===== src/rtl/rtcn_pkg.sv =====
package rtcn_pkg;

    localparam int NIB_W       = 4;
    localparam int FRAME_BITS  = 4 * NIB_W;
    localparam int RD_OUT_BITS = 2 * NIB_W;

    // filler, read flag, address phase, data phase
    localparam logic [NIB_W-1:0] CTRL_RD      = 4'b1110;
    localparam logic [NIB_W-1:0] CTRL_WR_ADDR = 4'b1010;
    localparam logic [NIB_W-1:0] CTRL_WR_DATA = 4'b1001;

    typedef enum logic [1:0] {
        ST_IDLE = 2'd0,
        ST_HIGH = 2'd1,
        ST_LOW  = 2'd2,
        ST_DONE = 2'd3
    } rtcn_state_e;

    function automatic logic [FRAME_BITS-1:0] build_frame(
        input logic             rd,
        input logic [NIB_W-1:0] addr,
        input logic [NIB_W-1:0] data
    );
        if (rd)
            return {CTRL_RD, addr, {RD_OUT_BITS{1'b1}}};
        else
            return {CTRL_WR_ADDR, addr, CTRL_WR_DATA, data};
    endfunction

endpackage


===== src/rtl/rtcn_half_timer.sv =====
module rtcn_half_timer #(
    parameter int HALF_CYC = 4
) (
    input  logic clk,
    input  logic rst_n,
    input  logic clr,
    output logic tick
);
    localparam int CW = (HALF_CYC > 1) ? $clog2(HALF_CYC) : 1;
    localparam logic [CW-1:0] LAST = CW'(HALF_CYC - 1);

    logic [CW-1:0] cnt_q;

    assign tick = (cnt_q == LAST);

    always_ff @(posedge clk or negedge rst_n) begin
        if (!rst_n)
            cnt_q <= '0;
        else if (clr || tick)
            cnt_q <= '0;
        else
            cnt_q <= cnt_q + 1'b1;
    end
endmodule


===== src/rtl/rtcn_tx_shift.sv =====
module rtcn_tx_shift #(
    parameter int W = 16
) (
    input  logic         clk,
    input  logic         rst_n,
    input  logic         load,
    input  logic [W-1:0] load_val,
    input  logic         shift,
    output logic         msb
);
    logic [W-1:0] sr_q;

    assign msb = sr_q[W-1];

    // ones are shifted in so the line rests at 1 after a frame
    always_ff @(posedge clk or negedge rst_n) begin
        if (!rst_n)
            sr_q <= '1;
        else if (load)
            sr_q <= load_val;
        else if (shift)
            sr_q <= {sr_q[W-2:0], 1'b1};
    end
endmodule


===== src/rtl/rtcn_rx_shift.sv =====
module rtcn_rx_shift #(
    parameter int W = 4
) (
    input  logic         clk,
    input  logic         rst_n,
    input  logic         en,
    input  logic         din,
    output logic [W-1:0] q
);
    always_ff @(posedge clk or negedge rst_n) begin
        if (!rst_n)
            q <= '0;
        else if (en)
            q <= {q[W-2:0], din};
    end
endmodule


===== src/rtl/rtc_nibble_master.sv =====
module rtc_nibble_master
    import rtcn_pkg::*;
#(
    parameter int HALF_CYC = 4
) (
    input  logic             clk,
    input  logic             rst_n,
    input  logic             start_i,
    input  logic             rd_i,
    input  logic [NIB_W-1:0] addr_i,
    input  logic [NIB_W-1:0] wdata_i,
    output logic [NIB_W-1:0] rdata_o,
    output logic             done_o,
    output logic             sclk_o,
    output logic             sio_o,
    input  logic             sio_i,
    output logic             sio_oe_o
);
    localparam int BCW = $clog2(FRAME_BITS);
    localparam logic [BCW-1:0] LAST_BIT = BCW'(FRAME_BITS - 1);
    localparam logic [BCW-1:0] FIRST_IN = BCW'(RD_OUT_BITS);

    rtcn_state_e state_q, state_d;
    logic [BCW-1:0]        bit_q;
    logic                  rd_q;
    logic [NIB_W-1:0]      rdata_q;
    logic [NIB_W-1:0]      rx_q;
    logic [FRAME_BITS-1:0] frame_w;
    logic                  tick, accept, bit_end, sample, in_phase, active, tx_bit;

    assign active   = (state_q == ST_HIGH) || (state_q == ST_LOW);
    assign accept   = (state_q == ST_IDLE) && start_i;
    assign in_phase = rd_q && (bit_q >= FIRST_IN);
    assign bit_end  = (state_q == ST_LOW) && tick;
    assign sample   = (state_q == ST_HIGH) && tick && in_phase;
    assign frame_w  = build_frame(rd_i, addr_i, wdata_i);

    rtcn_half_timer #(.HALF_CYC(HALF_CYC)) u_timer (
        .clk   (clk),
        .rst_n (rst_n),
        .clr   (!active),
        .tick  (tick)
    );

    rtcn_tx_shift #(.W(FRAME_BITS)) u_tx (
        .clk      (clk),
        .rst_n    (rst_n),
        .load     (accept),
        .load_val (frame_w),
        .shift    (bit_end),
        .msb      (tx_bit)
    );

    rtcn_rx_shift #(.W(NIB_W)) u_rx (
        .clk   (clk),
        .rst_n (rst_n),
        .en    (sample),
        .din   (sio_i),
        .q     (rx_q)
    );

    always_comb begin
        state_d = state_q;
        unique case (state_q)
            ST_IDLE: if (start_i) state_d = ST_HIGH;
            ST_HIGH: if (tick)    state_d = ST_LOW;
            ST_LOW:  if (tick)    state_d = (bit_q == LAST_BIT) ? ST_DONE : ST_HIGH;
            ST_DONE:              state_d = ST_IDLE;
            default:              state_d = ST_IDLE;
        endcase
    end

    always_ff @(posedge clk or negedge rst_n) begin
        if (!rst_n) begin
            state_q <= ST_IDLE;
            bit_q   <= '0;
            rd_q    <= 1'b0;
            rdata_q <= '0;
        end else begin
            state_q <= state_d;
            if (accept) begin
                bit_q <= '0;
                rd_q  <= rd_i;
            end else if (bit_end) begin
                bit_q <= bit_q + 1'b1;
            end
            if (bit_end && (bit_q == LAST_BIT) && rd_q)
                rdata_q <= rx_q;
        end
    end

    always_comb begin
        sclk_o   = (state_q != ST_LOW);
        sio_oe_o = !(active && in_phase);
        done_o   = (state_q == ST_DONE);
        sio_o    = tx_bit;
        rdata_o  = rdata_q;
    end
endmodule


===== config.mk =====
export PLATFORM = sky130hd
export DESIGN_NAME = rtc_nibble_master
export DESIGN_NICKNAME = d
export VERILOG_FILES = /design/src/rtl/rtcn_pkg.sv /design/src/rtl/rtcn_half_timer.sv /design/src/rtl/rtcn_tx_shift.sv /design/src/rtl/rtcn_rx_shift.sv /design/src/rtl/rtc_nibble_master.sv
export SDC_FILE = /design/constraint.sdc
export NUM_CORES = 1
export LEC_CHECK = 0
export BUFFER_PORTS_ARGS = -buffer_cell sky130_fd_sc_hd__buf_2
export CAP_MARGIN = 20
export CORE_AREA = 2 2 76 78
export DETAILED_ROUTE_END_ITERATION = 16
export DIE_AREA = 0 0 78 80
export REMOVE_ABC_BUFFERS = 1
export SYNTH_ARGS = -nofsm -noshare
export SYNTH_HDL_FRONTEND = slang
export SYNTH_SLANG_ARGS = --single-unit
export TNS_END_PERCENT = 5

===== constraint.sdc =====
create_clock -name clk -period 3.9 [get_ports clk]
set_input_delay 0.195 -clock clk [delete_from_list [all_inputs] [get_ports clk]]
set_output_delay 0.195 -clock clk [all_outputs]
set_load 0.01 [all_outputs]

* Word-level counts from Yosys, hierarchy flattened
Cells that the tools add are included.
Cells by class: equal/unequal tests 9, add/sub/neg operators 2, order comparisons 1, reductions and logical operators 15, muxes and demuxes 11
Operator list (number):
- 2-to-1 mux 16 bit | 2
- 2-to-1 mux 15 bit | 1
- 2-to-1 mux 2 bit | 5
- logical AND 1 bit | 8
- 2-to-1 mux 4 bit | 2
- != test 2 bit, second input constant | 4
- one-hot mux 2 bit (4 select lines) | 1
- equality test 2 bit, second input constant | 3
- adder 4 x 1 -> 4 bit, second input constant | 1
- equality test 4 bit, second input constant | 1
- greater-or-equal comparator 4 bit, second input constant | 1
- AND reduction 3 bit | 1
- adder 2 x 1 -> 2 bit, second input constant | 1
- equality test 2 x 1 -> 1 bit, second input constant | 1
- logical NOT 1 bit | 2
- logical NOT 2 bit | 1
- logical OR 1 bit | 2
- nonzero test 2 bit | 1
Word-level totals: input port bits 13, flip-flop bits (word level) 33, word-level logic and storage cells 45

* Depth between registers and ports, before layout
word-level depth 5, depth in mapped cells 7, gate-level depth less buffers 5

* Cells and area by module
A second synthesis with hierarchy kept.
Unflattened totals: cells, all modules 148, area, all modules 1630.3 um^2
Modules (own cells, without submodules):
- rtcn_tx_shift | instances 1, cells each 69, sequential area each 420.4 um^2, area each 759.5 um^2
- rtc_nibble_master | instances 1, cells each 66, sequential area each 275.3 um^2, area each 640.6 um^2
- rtcn_rx_shift | instances 1, cells each 8, sequential area each 100.1 um^2, area each 145.1 um^2
- rtcn_half_timer | instances 1, cells each 5, sequential area each 50.0 um^2, area each 85.1 um^2

* Least setup slack after synthesis
Ideal clock, no wire load.
path kind reg2reg, start reg state_q[0], end reg rdata_q[0] (netlist: rdata_o[0]), cell stages (with the launch flop) 6, setup slack 2325 ps, required time 3775 ps, clock period less this slack 1575 ps, arrival time 1450 ps, path through dfrtp_1 -> inv_1 -> ha_1 -> nand2_4 -> nor3_4 -> mux2_2
On the way: longest elaborated chain between the ends 4
RTL lines:
- from (decl) | line rtc_nibble_master.sv:23 | rtcn_state_e state_q, state_d;
- from (signal assigned) | line rtc_nibble_master.sv:80 | state_q <= state_d;
- equality test 2 bit | line rtc_nibble_master.sv:34 | assign bit_end = (state_q == ST_LOW) && tick;
- logical AND 1 bit | line rtc_nibble_master.sv:34
- logical AND 1 bit (2 in series) | line rtc_nibble_master.sv:87 | if (bit_end && (bit_q == LAST_BIT) && rd_q)
- to (signal assigned) | line rtc_nibble_master.sv:88 | rdata_q <= rx_q;
- to (decl) | line rtc_nibble_master.sv:26 | logic [NIB_W-1:0] rdata_q;
Every way passes these cells. A chain may end at the register's enable or synchronous reset.

* Final worst setup path
start reg state_q[0], end reg u_tx.sr_q[1]
On the way: longest elaborated chain between the ends 3
RTL lines:
- equality test 2 bit / logical NOT 2 bit (equally long branches) | line rtc_nibble_master.sv:34, rtc_nibble_master.sv:32
- logical AND 1 bit, on equally long branches | line rtc_nibble_master.sv:34, rtc_nibble_master.sv:32
- nonzero test 2 bit (no line) / 2-to-1 mux 16 bit (equally long branches)
- to (signal assigned) | line rtcn_tx_shift.sv:20 | sr_q <= load_val;
- to (signal assigned) | line rtcn_tx_shift.sv:22 | sr_q <= {sr_q[W-2:0], 1'b1};
- to (decl) | line rtcn_tx_shift.sv:11 | logic [W-1:0] sr_q;
Parallel ways exist; a longest one is shown, timed or not.

==> flow_metrics.tcl <==
set metrics [dict create \
    crit_type "register to register" \
    synthDistinctLibCells 28 \
    slew_viol_final 0 \
    min_path_cells 3 \
    place_congestion 0.764 \
    drc 0 \
    wl_per_cell_um 12.0 \
    drt-total-wl_um 2960 \
    syn_area_um2 1580 \
    hold_violations 0 \
    viasPerCell 4.51 \
    startpoint_type "register" \
    rsz0062_at_grt "no" \
    synth_area_leaders "dfrtp_1, dfstp_2, nand2_1" \
    p_sw_w 0.000380 \
    tns_ps 0 \
    cts_resized 0 \
    hold_ws_ps 140 \
    tritoncts "yes" \
    first_global_vias 1086 \
    grt_pass1_wl_um 5210 \
    reg2reg_depth 5 \
    clock_path_buffers 2 \
    ys_warn_count 0 \
    swShare 0.325 \
    std_cell_rows 27 \
    yosys-top-cells-count "nand2_1, dfrtp_1, dfstp_2, a31oi_1, ha_1" \
    required_ps 4100 \
    power_frac_clock 0.224 \
    postCtsSetupBuffers 0 \
    r2r_start "state_q[0]" \
    drv_cap 0 \
    cts_buffers 5 \
    synth.largest_area_cell "dfrtp_1" \
    htree_levels 2 \
    power_frac_comb 0.277 \
    min_period_ps 1870 \
    ys_seq_elements 33 \
    vias 1115 \
    status "completed" \
    reg2reg_to "u_tx.sr_q[1]" \
    dieArea_um2 6240 \
    max_freq_mhz 535 \
    synth_cells 152 \
    yosys.cell_count.top_type "nand2_1" \
    dieHeight_um 80 \
    max-vdd-ir-drop_uv 178 \
    drive_above_1_share 0.297 \
    pwr_density_cell_nw_per_um2 643 \
    tightest_slew_ps 766 \
    core_region_area_um2 5410 \
    fin_skew_ps 5.42 \
    dr.pass1.iters 4 \
    ant_nets 0 \
    cts-root-buf "clkbuf_8" \
    end_kind "register" \
    grt.overflow.total 0 \
    synth_edf_count 0 \
    internal-power_w 0.000791 \
    critPathArrivalTime_ps 2070 \
    synth_ff_type "dfrtp_1" \
    nets 197 \
    drt_first_iter_violations 104 \
    min_to "u_tx.sr_q[8]" \
    clk-insertion-delay-late_ps 280 \
    worstPathMaxFanout 18 \
    min_from "addr_i[0]" \
    finalCritPeriodShare 0.479 \
    min-delay-path-class "input port to register" \
    slew_headroom 0.488 \
    holdBufCountCts 1 \
    port_buffers 20 \
    yosysSeqAreaShare 0.536 \
    async_flop_share 1.00 \
    area_growth_pct 15.4 \
    antenna_found_initial 0 \
    path_clk_slew_ps 60 \
    setup_violations 0 \
    cellLeakagePower_nw 0.874 \
    synth.top_cell.area_share 0.269 \
    total_power_w 0.00117 \
    r2r_slack_ps 2030 \
    antennaDiodeCount 0 \
    pwr-share-seq 0.499 \
    grt_max_degree 34 \
    start_util 0.292 \
    clkSinkCount 33 \
    io_pins 21 \
    gr-usage-all-layers 0.110 \
    hpwl_um 1980 \
    syn_area_per_cell_um2 10.4 \
    fp.dieW_um 78 \
]
## per-stage QoR
step / setup WS [ps] / std cells / instance area (µm²) / utilization
after floorplan: 2270 / 146 / 1530 / -
after global placement: 2110 / 238 / 1720 / 0.319
after detailed placement: 2060 / 238 / 1720 / 0.319
after CTS: 2030 / 247 / 1820 / 0.337
after global routing: 1840 / 247 / 1820 / 0.337
final: 2030 / 247 / 1820 / 0.337
## metal layers
metal | share of wire | vias up | global-route usage
met1 | 0.46 | 527 | 0.131
li1 | - | 558 | -
met2 | 0.47 | 23 | 0.172
met3 | 0.051 | 7 | 0.0441
met5 | 0 | - | 0
met4 | 0.024 | 0 | 0.0579
## kinds of logic after synthesis
family / synth area share
adders and majority gates: 0.0792
muxes: 0.0571
DFF: 0.536
AOI/OAI and AO/OA: 0.0777
buffers and inverters: 0.0420
and+or+nand+nor: 0.197
xor gates and xnor gates: 0.0111
## sequential cells by signal, summed over array words and instances, names as in the netlist
signal         flops
bit_q              4
u_timer.cnt_q      2
rd_q               1
u_rx.q             4
rdata_o            4
u_tx.sr_q         16
state_q            2
## worst max-delay path by stage
stage	cells after the start	slack [ps]	start	endpoint
6_report	5	2030	state_q[0]	u_tx.sr_q[1]
5_1_grt	5	1840	state_q[0]	u_tx.sr_q[1]
4_1_cts	5	2030	state_q[1]	u_tx.sr_q[14]
3_5_place_dp	5	2060	state_q[1]	u_tx.sr_q[14]
3_3_place_gp	5	2110	state_q[1]	u_tx.sr_q[5]
2_1_floorplan	5	2270	state_q[0]	rdata_o[0]
## layout by cell type (no fill, tap or decap), types with 4 or more instances in the layout
cell,instances
nand3_1,7
a31oi_1,13
nor2_1,9
nand2_1,38
inv_1,5
nor3_1,5
mux2_2,8
dfrtp_1,17
clkbuf_8,6
a21oi_1,4
dfstp_2,16
ha_1,10
buf_2,20
## critical path, stage by stage, from the launching register on
cell,delay [ps]
dfrtp_1,430
inv_1,150
ha_1,290
and2_1,580
nand2_1,140
a31oi_1,200
## power groups by stage
stage	clock [W]	combinational (W)	sequential (W)
2_1_floorplan	0	0.000248	0.000572
3_3_place_gp	0	0.000320	0.000587
3_5_place_dp	0	0.000329	0.000587
4_1_cts	0.000272	0.000331	0.000585
5_1_grt	0.000285	0.000384	0.000603
6_report	0.000262	0.000324	0.000584
## cell type report
class | count | area [µm²]
multi-input combinational | 108 | 667
inverter | 5 | 18.8
timing repair buffer | 21 | 110
tap | 72 | 90.1
fill | 553 | 3580
clock buffer | 8 | 90.1
sequential | 33 | 846
Power figures use the tool's default switching activity.
